## src/rtl/lcd_tg_pkg.sv

```systemverilog
package lcd_tg_pkg;
  parameter int unsigned TG_HW = 12;
  parameter int unsigned TG_FW = 24;

  typedef logic [TG_HW-1:0] hpos_t;
  typedef logic [TG_FW-1:0] fpos_t;

  typedef struct packed {
    hpos_t h_period;
    hpos_t hs_width;
    hpos_t h_act_start;
    hpos_t h_act_end;
    hpos_t skew;
    fpos_t f_period;
    fpos_t vs_len;
    fpos_t v_act_start;
    fpos_t v_act_end;
  } tg_cfg_t;
endpackage

```

## src/rtl/lcd_tg_ctrl.sv

```systemverilog
module lcd_tg_ctrl
  import lcd_tg_pkg::*;
(
  input  logic    clk_i,
  input  logic    rst_ni,
  input  logic    en_i,
  input  tg_cfg_t cfg_i,
  input  logic    frame_last_i,
  output logic    run_o,
  output tg_cfg_t act_o
);
  // active copy only moves at start or frame boundary
  always_ff @(posedge clk_i or negedge rst_ni) begin
    if (!rst_ni) begin
      run_o <= 1'b0;
      act_o <= '0;
    end else if (!run_o) begin
      if (en_i) begin
        run_o <= 1'b1;
        act_o <= cfg_i;
      end
    end else if (frame_last_i) begin
      if (en_i) act_o <= cfg_i;
      else      run_o <= 1'b0;
    end
  end
endmodule

```

## src/rtl/lcd_tg_counters.sv

```systemverilog
module lcd_tg_counters
  import lcd_tg_pkg::*;
(
  input  logic  clk_i,
  input  logic  rst_ni,
  input  logic  run_i,
  input  hpos_t h_period_i,
  input  fpos_t f_period_i,
  output hpos_t hcnt_o,
  output fpos_t fcnt_o,
  output logic  frame_last_o
);
  logic line_last;

  assign frame_last_o = run_i && (fcnt_o == f_period_i - fpos_t'(1));
  assign line_last    = hcnt_o >= h_period_i - hpos_t'(1);

  always_ff @(posedge clk_i or negedge rst_ni) begin
    if (!rst_ni) begin
      hcnt_o <= '0;
      fcnt_o <= '0;
    end else if (!run_i || frame_last_o) begin
      hcnt_o <= '0;
      fcnt_o <= '0;
    end else begin
      fcnt_o <= fcnt_o + fpos_t'(1);
      hcnt_o <= line_last ? '0 : hcnt_o + hpos_t'(1);
    end
  end
endmodule

```

## src/rtl/lcd_tg_out.sv

```systemverilog
module lcd_tg_out
  import lcd_tg_pkg::*;
#(
  parameter int unsigned PIX_W = 24
) (
  input  logic             clk_i,
  input  logic             rst_ni,
  input  logic             run_i,
  input  tg_cfg_t          act_i,
  input  hpos_t            hcnt_i,
  input  fpos_t            fcnt_i,
  input  logic             hs_low_i,
  input  logic             vs_low_i,
  input  logic [PIX_W-1:0] border_clr_i,
  input  logic             uf_recover_i,
  input  logic [7:0]       fill_clr_i,
  input  logic [PIX_W-1:0] pix_i,
  input  logic             pix_valid_i,
  output logic             pix_req_o,
  output logic             hsync_o,
  output logic             vsync_o,
  output logic             de_o,
  output logic [PIX_W-1:0] pix_o
);
  localparam int unsigned LANES = PIX_W / 8;

  logic [PIX_W-1:0] fill_wide;
  logic [PIX_W-1:0] pix_sel;
  logic             hs_act, vs_act, h_in, v_in;
  fpos_t            skew_f;

  for (genvar l = 0; l < LANES; l++) begin : g_lane
    assign fill_wide[l*8 +: 8] = fill_clr_i;
  end

  assign skew_f = fpos_t'(act_i.skew);
  assign hs_act = run_i && (hcnt_i < act_i.hs_width);
  assign vs_act = run_i && (fcnt_i >= skew_f) && ((fcnt_i - skew_f) < act_i.vs_len);
  assign h_in   = (hcnt_i >= act_i.h_act_start) && (hcnt_i <= act_i.h_act_end);
  assign v_in   = (fcnt_i >= act_i.v_act_start) && (fcnt_i <= act_i.v_act_end);
  assign pix_req_o = run_i && h_in && v_in;

  always_comb begin
    if (pix_valid_i)       pix_sel = pix_i;
    else if (uf_recover_i) pix_sel = fill_wide;
    else                   pix_sel = border_clr_i;
  end

  always_ff @(posedge clk_i or negedge rst_ni) begin
    if (!rst_ni) begin
      hsync_o <= 1'b0;
      vsync_o <= 1'b0;
      de_o    <= 1'b0;
      pix_o   <= '0;
    end else begin
      hsync_o <= hs_act ^ hs_low_i;
      vsync_o <= vs_act ^ vs_low_i;
      de_o    <= pix_req_o;
      pix_o   <= pix_req_o ? pix_sel : '0;
    end
  end
endmodule

```

## src/rtl/lcd_frame_timing.sv

```systemverilog
module lcd_frame_timing
  import lcd_tg_pkg::*;
#(
  parameter int unsigned PIX_W = 24
) (
  input  logic             clk_i,
  input  logic             rst_ni,
  input  logic             en_i,
  input  logic [TG_HW-1:0] h_period_i,
  input  logic [TG_HW-1:0] hs_width_i,
  input  logic [TG_HW-1:0] h_act_start_i,
  input  logic [TG_HW-1:0] h_act_end_i,
  input  logic [TG_HW-1:0] hs_skew_i,
  input  logic [TG_FW-1:0] f_period_i,
  input  logic [TG_FW-1:0] vs_len_i,
  input  logic [TG_FW-1:0] v_act_start_i,
  input  logic [TG_FW-1:0] v_act_end_i,
  input  logic             hs_low_i,
  input  logic             vs_low_i,
  input  logic [PIX_W-1:0] border_clr_i,
  input  logic             uf_recover_i,
  input  logic [7:0]       fill_clr_i,
  input  logic [PIX_W-1:0] pix_i,
  input  logic             pix_valid_i,
  output logic             pix_req_o,
  output logic             hsync_o,
  output logic             vsync_o,
  output logic             de_o,
  output logic [PIX_W-1:0] pix_o
);
  tg_cfg_t cfg, act;
  logic    run, frame_last;
  hpos_t   hcnt;
  fpos_t   fcnt;

  always_comb begin
    cfg.h_period    = h_period_i;
    cfg.hs_width    = hs_width_i;
    cfg.h_act_start = h_act_start_i;
    cfg.h_act_end   = h_act_end_i;
    cfg.skew        = hs_skew_i;
    cfg.f_period    = f_period_i;
    cfg.vs_len      = vs_len_i;
    cfg.v_act_start = v_act_start_i;
    cfg.v_act_end   = v_act_end_i;
  end

  lcd_tg_ctrl u_ctrl (
    .clk_i        (clk_i),
    .rst_ni       (rst_ni),
    .en_i         (en_i),
    .cfg_i        (cfg),
    .frame_last_i (frame_last),
    .run_o        (run),
    .act_o        (act)
  );

  lcd_tg_counters u_cnt (
    .clk_i        (clk_i),
    .rst_ni       (rst_ni),
    .run_i        (run),
    .h_period_i   (act.h_period),
    .f_period_i   (act.f_period),
    .hcnt_o       (hcnt),
    .fcnt_o       (fcnt),
    .frame_last_o (frame_last)
  );

  lcd_tg_out #(.PIX_W(PIX_W)) u_out (
    .clk_i        (clk_i),
    .rst_ni       (rst_ni),
    .run_i        (run),
    .act_i        (act),
    .hcnt_i       (hcnt),
    .fcnt_i       (fcnt),
    .hs_low_i     (hs_low_i),
    .vs_low_i     (vs_low_i),
    .border_clr_i (border_clr_i),
    .uf_recover_i (uf_recover_i),
    .fill_clr_i   (fill_clr_i),
    .pix_i        (pix_i),
    .pix_valid_i  (pix_valid_i),
    .pix_req_o    (pix_req_o),
    .hsync_o      (hsync_o),
    .vsync_o      (vsync_o),
    .de_o         (de_o),
    .pix_o        (pix_o)
  );
endmodule

```

## config.mk

```make
export PLATFORM = sky130hd
export DESIGN_NAME = lcd_frame_timing
export DESIGN_NICKNAME = d
export VERILOG_FILES = /design/src/rtl/lcd_tg_pkg.sv /design/src/rtl/lcd_tg_ctrl.sv /design/src/rtl/lcd_tg_counters.sv /design/src/rtl/lcd_tg_out.sv /design/src/rtl/lcd_frame_timing.sv
export SDC_FILE = /design/constraint.sdc
export NUM_CORES = 1
export LEC_CHECK = 0
export BUFFER_PORTS_ARGS = -buffer_cell sky130_fd_sc_hd__buf_2
export CAP_MARGIN = 10
export CORE_ASPECT_RATIO = 1.4
export CORE_MARGIN = 5
export CORE_UTILIZATION = 62
export DETAILED_ROUTE_END_ITERATION = 12
export HOLD_SLACK_MARGIN = 0.12
export PLACE_DENSITY = 0.87
export SYNTH_ARGS = -nofsm -noshare
export SYNTH_HDL_FRONTEND = slang
export SYNTH_HIERARCHICAL = 1
export SYNTH_SLANG_ARGS = --single-unit
```

## constraint.sdc

```tcl
create_clock -name clk_i -period 8.65 [get_ports clk_i]
set_clock_uncertainty 0.1 [all_clocks]
set_input_delay 1.73 -clock clk_i [delete_from_list [all_inputs] [get_ports clk_i]]
set_output_delay 1.73 -clock clk_i [all_outputs]
set_load 0.05 [all_outputs]
```

# [Word level (Yosys, flattened, before mapping)]
# Index checks and enable logic that the tools add are counted.
[totals] ramBits=0 elab_cells=55 memories=0 out_inout_bits=28 input_bits=219 regBits=220 rom_bits=0 latch_bits=0
[op_classes] magnitude_cmp=8 n_reduce_logical=10 muxes=12 bitwise_logic=2 div=0 addsub=5 n_shift=0 n_mul=0 eq_ne=2
[op_table] cell="$mux W156" count=3
[op_table] cell="$mux W24" count=4
[op_table] cell="$add A24 B1 Y24 const B" count=1
[op_table] cell="$eq A24 B24 Y1" count=1
[op_table] cell="$ge A12 B12 Y1" count=2
[op_table] cell="$ge A24 B12 Y1" count=1
[op_table] cell="$ge A24 B24 Y1" count=1
[op_table] cell="$le A24 B24 Y1" count=1
[op_table] cell="$lt A24 B24 Y1" count=1
[op_table] cell="$mux W12" count=2
[op_table] cell="$sub A24 B1 Y24 const B" count=1
[op_table] cell="$sub A24 B12 Y24" count=1
[op_table] cell="$add A12 B1 Y12 const B" count=1
[op_table] cell="$le A12 B12 Y1" count=1
[op_table] cell="$lt A12 B12 Y1" count=1
[op_table] cell="$sub A12 B1 Y12 const B" count=1
[op_table] cell="$logic_and A1 B1 Y1" count=8
[op_table] cell="$mux W1" count=3
[op_table] cell="$ne A2 B1 Y1 const B" count=1
[op_table] cell="$xor A1 B1 Y1" count=2
[op_table] cell="$logic_not A1 Y1" count=1
[op_table] cell="$logic_or A1 B1 Y1" count=1

# [Depth between registers and ports, before layout]
[logic_depth] ltp_word=5 mapped_depth=18 depth_no_buf=18

# [By module]
# The synthesis kept the hierarchy.
[modules_own_cells] module="lcd_tg_ctrl" cells_each=333 area_each_um2=6422.4 seq_area_each_um2=3928.8 n_inst=1
[modules_own_cells] module="lcd_tg_out" cells_each=608 area_each_um2=4650.7 seq_area_each_um2=675.6 n_inst=1
[modules_own_cells] module="lcd_tg_counters" cells_each=381 area_each_um2=3139.3 seq_area_each_um2=900.9 n_inst=1

# [Least setup slack after synthesis]
# OpenSTA, ideal clock, no wires.
[synth_path] path_type="flip-flop to output port" start="register u_cnt.fcnt_o[21]" end="output pix_req_o" required_time_ns=6.820 arrival_ns=2.416 path_buffers=1 setup_slack_ns=4.404 path_stages_with_launch=10 cell_sequence="dfrtp_1 > ha_1 > nand4_1 > nor4_1 > nand2_1 > o211ai_1 > a31oi_1 > o2111ai_1 > buf_2 > inv_1"
[synth_via] elab_chain_cells=3 elab_cells_between_ends=4 cone_classes="order compare (2); reduce/logical (2)"
[synth_rtl] element="start, declared" line="lcd_tg_counters.sv:10" text="output fpos_t fcnt_o,"
[synth_rtl] element="start signal, assigned" line="lcd_tg_counters.sv:26" text="fcnt_o <= fcnt_o + fpos_t'(1);"
[synth_rtl] element="$ge A24 B24 Y1 or $le A24 B24 Y1 (tied branches)" line="lcd_tg_out.sv:40" text="assign v_in = (fcnt_i >= act_i.v_act_start) && (fcnt_i <= act_i.v_act_end);"
[synth_rtl] element="$logic_and A1 B1 Y1 (*)" line="lcd_tg_out.sv:40"
[synth_rtl] element="$logic_and A1 B1 Y1 (*)" line="lcd_tg_out.sv:41" text="assign pix_req_o = run_i && h_in && v_in;"
[synth_rtl] element="end, declared" line="lcd_frame_timing.sv:25" text="output logic pix_req_o,"
# Every way passes the cells marked *; elsewhere a longest branch is shown, timed or not.

# [Final worst setup path]
# Ends and elaborated chain as after synthesis.

==> metrics.md <==
| Metric | Value |
|---|---|
| Register Area | 0.00551 sq mm |
| I/O Pins | about 250 |
| First-pass GRT wire length | 56000 um |
| CTS max path bufs | 3 |
| Netlist Area Pre-Place | approximately 0.014 sq mm |
| Slew HR | between 20% and 30% |
| Chip Width | 138 um |
| Overall Global Routing Usage | 26.7% |
| Hold Crit Depth | 1 |
| Crit path max fanout | 25 |
| Cells after synthesis | 1322 |
| Final HPWL DP | 25600 um |
| Fillers | 1609 |
| Initial antenna violation count | 10 |
| Clock-pin slew on the worst setup and hold paths | 0.06 ns |
| Tot Pwr | about 2.1 mW |
| Share of cells above drive strength 1 | 29.2% |
| Cts bufs inserted | 23 |
| Clk root buf | clkbuf_16 |
| Peak VDD IR | 0.144 mV |
| Row count | 65 |
| Global route overflow | 0 |
| Critical path endpoint category | output pin |
| Most common cell after layout, fill and taps aside | buf_2 |
| Status | finished clean |
| CTS Sinks | 220 |
| Port Buffers | 246 |
| Multi-input logic area | about 0.0079 sq mm |
| DRC Markers | 0 |
| Layout area overhead | 14.8% |
| Hold Path Sink | u_ctrl/act_o[23] |
| CP required | 6.82 ns |
| Register bit count reported by yosys | 220 |
| Reg2reg path depth | 12 |
| Number of iterations in the first detailed-routing pass | 6 |
| Pin count of the biggest net entering global routing | approximately 130 |
| Synth Area in XOR/XNOR | 5.55% |
| Unrepaired setup endpoints after global routing | false |
| Hold WS | approximately 0.40 ns |
| Worst reg2reg endpoint | u_ctrl/act_o[119] |
| Syn_area_per_cell | 10.8 sq um |
| Synth Area in Adders | 11.9% |
| Crit path DAT | 3.72 ns |
| Path type of the worst setup path | reg -> out |
| Mux contribution to synthesized area | 17.7% |
| Measured slew at the worst slew-check pin | roughly 1.1 ns |
| Routed wire length | ~35000 um |
| Fin nets | 1912 |
| Avg Vias per Cell | 5.78 |
| Fmax | 0.180 GHz |
| Hold Buf Count CTS | 0 |
| Cell leakage power | 8.82 nW |
| Fin worst setup slack | slightly above 3 ns |
| Distinct cells, synth | 67 |
| Setup-failing EPs final | 0 |
| Commonest non-fill, non-tap cells in the layout | buf_2, dfrtp_1, mux2_4 |
| Final TNS setup | 0 ns |
| Main synth FF type | dfrtp_1 |
| Worst R2R Setup Slack | 3.42 ns |
| Min-delay worst type | reg -> reg |
| Clk_lat worst skew | 0.51 ns |
| DR vias | 10815 |
| CTS tree | done |
| Placed cells | 1833 |
| Pre-CTS setup slack | 3.47 ns |
| Core area | 0.0226 sq mm |
| Seq/Total Area, Yosys | 38.7% |
| FF-to-FF Start | u_ctrl/act_o[79] |
| Fin cells | 1872 |
| Pins over their slew limit | 0 |
| Die area | about 0.026 sq mm |
| Starting Density | 62.9% |
| Final Hold Viols | 0 |
| Synth Area in Compound Gates | 7.90% |
| Post-synth EDFFs | 0 |
| Avg WL per Cell | roughly 19 um |
| Power Dens Cells | 126 mW/mm^2 |
| Max_cap viols | 0 |
| Post-route antenna net violation count | 0 |
| Post-CTS sizing | 0 |
| GPL Wtd Cong | approximately 0.88 |
| Postcts setup bufs | 0 |
| Syn nets | 1676 |
| Iter 0 DRT Violations | 537 |
| Final Cycle Share | 64.2% |
| Largest family of logic cells by synthesized area | multiplexers |
| Vias in the first global route | 11366 |
| Startpoint types | register |
| H-tree Lvls | 1 |
| Fin crit period | 5.55 ns |
| Min-delay src | u_ctrl/act_o[23] |
| Height of the die | 189 um |
| Post-Synth Simple-Gate Area | between 10 and 15% |
| Yosys Warn Count | 6 |
| Synth async-reset ratio | 100% |
==> final cells by class <==
type / count / area share [%]
Tap cell: 301 / 2.31
Clock inverter: 4 / 0.138
Sequential cell: 220 / 33.7
Inverter: 131 / 3.01
Multi-Input combinational cell: 930 / 48.7
Clock buffer: 33 / 4.13
Timing Repair Buffer: 252 / 8.00
Antenna cell: 1 / 0.0153
==> cells by family after synthesis <==
| kind of cell | Yosys count |
|---|---|
| xor+xnor | 90 |
| buf+inv | 172 |
| fa+ha+maj | 135 |
| compound gates | 174 |
| flops | 220 |
| simple gates | 351 |
| mux | 180 |
==> flip-flops by register name, summed over array words and instances (netlist names) <==
name	count
u_out/hsync_o	1
u_cnt/hcnt_o	12
u_out/de_o	1
u_out/pix_o	24
u_cnt/fcnt_o	24
u_ctrl/act_o	156
u_out/vsync_o	1
u_ctrl/run_o	1
==> where the power goes <==
part | switching, mW | total [mW] | internal, mW | leakage [nW]
registers | 0.000101 | 1.03 | 1.03 | 3.04
logic | 0.0545 | 0.103 | 0.0483 | 5.44
clock network | 0.395 | 0.930 | 0.535 | 0.343
==> through the flow <==
step                      util (%)  instance area (sq um)
final                         72.2                  16300
after global routing          72.2                  16300
after CTS                     72.0                  16300
after detailed placement      69.0                  15600
after global placement        69.0                  15600
after floorplan                  -                  14200
==> critical path: stages (launching register included) <==
cell and delay, ns:
dfrtp_1 0.55, ha_1 0.39, nand4_1 0.16, nor4_1 0.80
nand2_1 0.14, o211ai_1 0.21, a31oi_1 0.10, o2111ai_2 0.23
buf_4 0.31, inv_1 0.09, buf_2 0.22
==> per-layer routing <==
metal	vias up	share of wire [%]	GRT usage [%]
met5	-	0.42	0
met4	18	4.7	11.5
met3	129	7.2	5.72
met2	463	50	46.6
met1	5115	37	31.2
li1	5090	-	-
==> how the worst max path moves through the flow <==
stage | from | to | depth (start not counted)
2_1_floorplan | u_cnt/fcnt_o[21] | pix_req_o | 9
3_3_place_gp | u_ctrl/act_o[74] | u_ctrl/act_o[119] | 12
3_5_place_dp | u_ctrl/act_o[79] | u_ctrl/act_o[119] | 12
4_1_cts | u_cnt/fcnt_o[21] | pix_req_o | 10
5_1_grt | u_cnt/fcnt_o[21] | pix_req_o | 10
6_report | u_cnt/fcnt_o[21] | pix_req_o | 10
==> cell usage after synthesis, types with 17 or more instances <==
| master | n | share of area, % |
|---|---|---|
| a21oi_1 | 66 | 2.3 |
| buf_6 | 17 | 1.3 |
| dfrtp_1 | 220 | 39 |
| ha_1 | 134 | 12 |
| inv_1 | 131 | 3.5 |
| mux2_4 | 140 | 15 |
| mux2i_1 | 24 | 1.7 |
| nand2_1 | 65 | 1.7 |
| nand3_1 | 26 | 0.92 |
| nand4_1 | 30 | 1.3 |
| nor2_1 | 112 | 3.0 |
| nor3_1 | 25 | 0.88 |
| nor4_1 | 20 | 0.88 |
| o21ai_0 | 26 | 0.92 |
| xnor2_1 | 49 | 3.0 |
| xor2_1 | 41 | 2.5 |
Power figures use the tool's default switching activity.
